File: src/rtl/ls_cm_pkg.sv
package ls_cm_pkg;
  typedef enum logic {
    OP_LOAD  = 1'b0,
    OP_STORE = 1'b1
  } mem_op_e;
endpackage

File: src/rtl/ls_cm_tag_cmp.sv
module ls_cm_tag_cmp #(
  parameter int N_UNITS = 4,
  parameter int TAG_W   = 8
) (
  input  logic [TAG_W-1:0]              new_tag_i,
  input  logic                          new_store_i,
  input  logic [N_UNITS-1:0][TAG_W-1:0] ent_tag_i,
  input  logic [N_UNITS-1:0]            ent_store_i,
  input  logic [N_UNITS-1:0]            ent_live_i,
  output logic [N_UNITS-1:0]            conflict_o
);
  for (genvar j = 0; j < N_UNITS; j++) begin : g_cmp
    // load/load pairs never conflict
    assign conflict_o[j] = ent_live_i[j] && (ent_tag_i[j] == new_tag_i)
                           && (new_store_i || ent_store_i[j]);
  end
endmodule

File: src/rtl/ls_cm_row.sv
module ls_cm_row #(
  parameter int N_UNITS = 4,
  parameter int TAG_W   = 8
) (
  input  logic               clk_i,
  input  logic               rst_ni,
  input  logic               load_i,
  input  logic               free_i,
  input  logic               new_store_i,
  input  logic [TAG_W-1:0]   new_tag_i,
  input  logic [N_UNITS-1:0] conflict_i,
  input  logic [N_UNITS-1:0] clr_i,
  output logic               busy_o,
  output logic               store_o,
  output logic [TAG_W-1:0]   tag_o,
  output logic [N_UNITS-1:0] blk_o
);
  always_ff @(posedge clk_i or negedge rst_ni) begin
    if (!rst_ni) begin
      busy_o  <= 1'b0;
      store_o <= 1'b0;
      tag_o   <= '0;
      blk_o   <= '0;
    end else if (free_i) begin
      busy_o <= 1'b0;
      blk_o  <= '0;
    end else if (load_i) begin
      busy_o  <= 1'b1;
      store_o <= new_store_i;
      tag_o   <= new_tag_i;
      blk_o   <= conflict_i;
    end else begin
      blk_o <= blk_o & ~clr_i;
    end
  end
endmodule

File: src/rtl/ls_cm_perm.sv
module ls_cm_perm #(
  parameter int N_UNITS = 4
) (
  input  logic [N_UNITS-1:0]              busy_i,
  input  logic [N_UNITS-1:0]              store_i,
  input  logic [N_UNITS-1:0][N_UNITS-1:0] blk_i,
  output logic [N_UNITS-1:0]              rd_ok_o,
  output logic [N_UNITS-1:0]              wr_ok_o,
  output logic [N_UNITS-1:0]              rd_hold_o,
  output logic [N_UNITS-1:0]              wr_hold_o
);
  for (genvar i = 0; i < N_UNITS; i++) begin : g_perm
    logic blocked;
    assign blocked      = |blk_i[i];
    assign rd_ok_o[i]   = busy_i[i] && !store_i[i] && !blocked;
    assign wr_ok_o[i]   = busy_i[i] &&  store_i[i] && !blocked;
    assign rd_hold_o[i] = busy_i[i] && !store_i[i] &&  blocked;
    assign wr_hold_o[i] = busy_i[i] &&  store_i[i] &&  blocked;
  end
endmodule

File: src/rtl/ls_conflict_matrix.sv
module ls_conflict_matrix #(
  parameter int N_UNITS = 4,
  parameter int ADDR_W  = 16,
  parameter int TAG_W   = 8,
  localparam int UID_W  = (N_UNITS > 1) ? $clog2(N_UNITS) : 1
) (
  input  logic               clk_i,
  input  logic               rst_ni,
  input  logic               issue_valid_i,
  input  logic [UID_W-1:0]   issue_unit_i,
  input  logic               issue_store_i,
  input  logic [ADDR_W-1:0]  issue_addr_i,
  input  logic               done_valid_i,
  input  logic [UID_W-1:0]   done_unit_i,
  output logic [N_UNITS-1:0] rd_ok_o,
  output logic [N_UNITS-1:0] wr_ok_o,
  output logic [N_UNITS-1:0] rd_hold_o,
  output logic [N_UNITS-1:0] wr_hold_o
);
  import ls_cm_pkg::*;

  logic [N_UNITS-1:0]              busy, store, done_oh, live, conflict;
  logic [N_UNITS-1:0][TAG_W-1:0]   tag;
  logic [N_UNITS-1:0][N_UNITS-1:0] blk;
  logic [TAG_W-1:0]                new_tag;
  mem_op_e                         new_op;
  logic                            issue_acc;

  assign new_tag   = issue_addr_i[ADDR_W-1 -: TAG_W];
  assign new_op    = issue_store_i ? OP_STORE : OP_LOAD;
  assign issue_acc = issue_valid_i && !busy[issue_unit_i];
  // a unit completing this cycle is not a blocker for the newcomer
  assign live      = busy & ~done_oh;

  for (genvar i = 0; i < N_UNITS; i++) begin : g_dec
    assign done_oh[i] = done_valid_i && (done_unit_i == UID_W'(i));
  end

  ls_cm_tag_cmp #(.N_UNITS(N_UNITS), .TAG_W(TAG_W)) u_cmp (
    .new_tag_i   (new_tag),
    .new_store_i (new_op == OP_STORE),
    .ent_tag_i   (tag),
    .ent_store_i (store),
    .ent_live_i  (live),
    .conflict_o  (conflict)
  );

  for (genvar i = 0; i < N_UNITS; i++) begin : g_row
    ls_cm_row #(.N_UNITS(N_UNITS), .TAG_W(TAG_W)) u_row (
      .clk_i       (clk_i),
      .rst_ni      (rst_ni),
      .load_i      (issue_acc && (issue_unit_i == UID_W'(i))),
      .free_i      (done_oh[i]),
      .new_store_i (new_op == OP_STORE),
      .new_tag_i   (new_tag),
      .conflict_i  (conflict),
      .clr_i       (done_oh),
      .busy_o      (busy[i]),
      .store_o     (store[i]),
      .tag_o       (tag[i]),
      .blk_o       (blk[i])
    );
  end

  ls_cm_perm #(.N_UNITS(N_UNITS)) u_perm (
    .busy_i    (busy),
    .store_i   (store),
    .blk_i     (blk),
    .rd_ok_o   (rd_ok_o),
    .wr_ok_o   (wr_ok_o),
    .rd_hold_o (rd_hold_o),
    .wr_hold_o (wr_hold_o)
  );
endmodule

File: config.mk
export PLATFORM = sky130hd
export DESIGN_NAME = ls_conflict_matrix
export DESIGN_NICKNAME = d
export VERILOG_FILES = /design/src/rtl/ls_cm_pkg.sv /design/src/rtl/ls_cm_tag_cmp.sv /design/src/rtl/ls_cm_row.sv /design/src/rtl/ls_cm_perm.sv /design/src/rtl/ls_conflict_matrix.sv
export SDC_FILE = /design/constraint.sdc
export NUM_CORES = 1
export LEC_CHECK = 0
export BUFFER_PORTS_ARGS = -buffer_cell sky130_fd_sc_hd__buf_4
export CAP_MARGIN = 20
export CORE_MARGIN = 2
export CORE_UTILIZATION = 51
export CTS_CLUSTER_SIZE = 40
export DETAILED_ROUTE_END_ITERATION = 10
export HOLD_SLACK_MARGIN = 0.12
export PLACE_DENSITY = 0.85
export SLEW_MARGIN = 0
export SYNTH_ARGS = -nofsm -noshare
export SYNTH_HDL_FRONTEND = slang
export SYNTH_SLANG_ARGS = --single-unit
File: constraint.sdc
create_clock -name clk_i -period 1.3 [get_ports clk_i]
set_input_delay 0.065 -clock clk_i [delete_from_list [all_inputs] [get_ports clk_i]]
set_output_delay 0.065 -clock clk_i [all_outputs]
set_load 0.1 [all_outputs]
==> reports/qor.yml <==
critical_path:
  crit_type: "reg -> out"
  worstPathArrival_ns: 1.66
  cp-end-kind: "output port"
  worstSetupStartpointType: "flop"
  cp_max_fo: 2
  worstPathRequired_ns: 1.24
floorplanning:
  core_sq_um: 5440
  die_area_sq_um: 6160
  die_y_microns: 78.5
  io-pin-count: 41
  placementRows: 27
  die_x_microns: 78.5
  initial_utilization_pct: 52.0
clocking:
  cts_sinks: 56
  clock_tree.buffer_depth: 2
  cts_buffers: 5
  cts_max_level: 2
  cts_tree: "built"
  clock_latency_ns: 0.32
  path_clk_slew_ns: 0.10
  cts_root_buf: "clkbuf_8"
timing:
  fin_setup_tns_ns: -8.78
  setup_ws_ns: -0.429
  tightest_slew_ns: 0.393
  rsz0062_at_grt: "yes"
  worst_clock_skew_ns: 0.0111
  setup_violations: 47
  relSlewSlack_pct: 73.7
  slew_viol_final: 0
  hold_viol: 0
  period_share_pct: 133
  timing.hold.ws_ns: 0.153
  period_needed_ns: 1.73
  max_freq_mhz: 578
power:
  power.internal_uw: 3640
  netSwitchingFraction_pct: 37.8
  p_sw_uw: 2210
  ir_drop_v: 0.00116
  seqPwrFrac_pct: 42.1
  finalPower_uw: 5850
  leakage_uw: 0.00184
  comb_power_share_pct: 41.5
  power_density_nw_per_um2: 1380
  p_clk_share_pct: 16.3
place:
  dp_worst_setup_slack_ns: -0.137
  gp_congestion: 0.902
  portBuffers: 32
  dp.cells: 389
  dp_hpwl_microns: 5030
synthesis:
  synth_cells: 256
  synth_top_area_share_pct: 49.5
  yosysTopAreaCell: "dfrtp_1"
  synth_seq_cells: 56
  yosysSeqAreaShare_pct: 49.5
  synth_edf_count: 0
  synth_common_cells: "dfrtp_1, mux2_2, nor2_1"
  synth-main-ff-cell: "dfrtp_1"
  ys_top_cells_by_area: "dfrtp_1, mux2_2, xor2_1"
  ys_warn_count: 0
  syn-num-nets: 281
  ys_async_sr_fraction_pct: 100
  avgSynthCellArea_sq_um: 11.1
  syn_area_sq_um: 2830
  synth_most_common_cell: "dfrtp_1"
  synth_cell_types: 35
grt:
  grt-ovfl-total: 0
  antenna_found_initial: 0
  grt_usage_pct: 28.2
  grt_pass1_wl_microns: 13100
  grt_max_degree: 38
  grt_pass1_vias: 2583
drt:
  routedWlPerCell_microns: 21.0
  viasPerCell: 5.95
  drcViolationCount: 0
  drtPass1Iterations: 4
  drtIter0Drc: 297
  wl_microns: 8830
  ant_nets: 0
  vias: 2504
worst_hold_path:
  hold_class: "in -> async"
layout:
  fin_cells: 421
  multiInputGateArea_sq_um: 1720
  nets: 373
  area_growth_pct: 49.8
  nFillCells: 324
  n_antenna_cell: 0
  layout-drive-gt1-share_pct: 51.9
  seq_area_sq_um: 1400
run:
  drv_cap: 0
run_status:
  violations: "negative setup slack"
  outcome: "complete, but fails checks"
==> layout make-up <==
| cell class | instances | share of cell area [%] |
|---|---|---|
| well taps | 72 | 2.12 |
| multi-input cells | 193 | 40.6 |
| repair buffers | 92 | 22.2 |
| flip-flops and latches | 56 | 33.1 |
| clock inverters | 3 | 0.443 |
| clock buffers | 5 | 1.62 |
==> timing repair <==
| action | CTS | global route |
|---|---|---|
| endpoints found under the setup margin | 56 | 58 |
| setup buffers | 7 | 5 |
| gates cloned | 1 | 1 |
| hold endpoints to repair | 91 | 0 |
| pin swaps | 26 | 21 |
| gates resized for setup | 65 | 25 |
| hold buffers | 11 | 0 |
==> per-layer routing <==
metal  vias to the layer above  share of wire, %  track usage (%)
met2                       124                53             50.9
met5                         -                 0                0
met3                        46               6.4             5.86
li1                       1102                 -                -
met1                      1232                36             33.2
met4                         0               4.6             10.4
==> worst max-delay path, cell delays in order, from the launching register on <==
cell     delay, ns
dfrtp_1       0.41
or4_4         0.60
nor2_4        0.15
buf_12        0.19
==> state kept, by name, summed over array words and instances (netlist names) <==
| name | flops |
|---|---|
| g_row.u_row.busy_o | 4 |
| g_row.u_row.blk_o | 16 |
| g_row.u_row.tag_o | 32 |
| g_row.u_row.store_o | 4 |
==> placed cells by master, fill, tap and decap left out, drive strengths merged <==
master / count
clkbuf: 5
or3b: 1
nand3b: 1
dlygate4sd3: 11
and3b: 1
dfrtp: 56
nand2b: 7
clkinv: 3
nand4b: 2
nor3b: 3
or3: 2
o21ai: 8
xor2: 26
buf: 81
nand2: 15
and3: 5
mux2: 36
nor4: 11
nor3: 2
a211oi: 1
a21boi: 1
nand4: 11
a21oi: 7
or2: 1
nor2: 31
or4: 5
xnor2: 6
nand3: 9
o2111a: 1
==> power by group through the flow <==
stage / logic, uW / clock network, uW / registers (uW)
2_1_floorplan: 1440 / 0 / 2420
3_3_place_gp: 1910 / 0 / 2440
3_5_place_dp: 1960 / 0 / 2480
4_1_cts: 2300 / 964 / 2440
5_1_grt: 2570 / 1040 / 2510
6_report: 2430 / 957 / 2460
==> through the flow <==
| stage | utilization, % | cell area [sq um] |
|---|---|---|
| 2_1_floorplan | - | 2950 |
| 3_3_place_gp | 65.1 | 3540 |
| 3_5_place_dp | 65.1 | 3540 |
| 4_1_cts | 75.1 | 4090 |
| 5_1_grt | 78.0 | 4240 |
| 6_report | 78.0 | 4240 |
==> path summary, 6_finish.rpt <==
path                                                     start                                   to  slack [ns]  cells after the start
hold / removal                                          rst_ni    g_row[1].u_row.blk_o[2]$_DFF_PN0_        0.15                      2
hold reg to reg            g_row[3].u_row.tag_o[3]$_DFFE_PN0P_  g_row[3].u_row.tag_o[3]$_DFFE_PN0P_        0.53                      1
max in group asynchronous                               rst_ni  g_row[1].u_row.tag_o[3]$_DFFE_PN0P_        0.65                      3
min in group clk_i                            issue_addr_i[10]  g_row[2].u_row.tag_o[2]$_DFFE_PN0P_        0.16                      3
setup reg to reg           g_row[2].u_row.tag_o[0]$_DFFE_PN0P_    g_row[0].u_row.blk_o[2]$_DFF_PN0_       -0.21                      4
setup / recovery             g_row[0].u_row.blk_o[3]$_DFF_PN0_                           rd_ok_o[0]       -0.43                      3
==> cells by family (layout without fill, tap and decap cells) <==
logic type / Yosys count / after routing / synth area share [%]
AND/OR/NAND/NOR: 105 / 107 / 21.3
flip-flops: 56 / 56 / 49.5
multiplexers: 36 / 36 / 14.3
XOR/XNOR: 32 / 32 / 9.90
AO/OA/AOI/OAI: 18 / 18 / 3.58
buffers and inverters: 9 / 100 / 1.37
(Power assumes the default switching activity.)
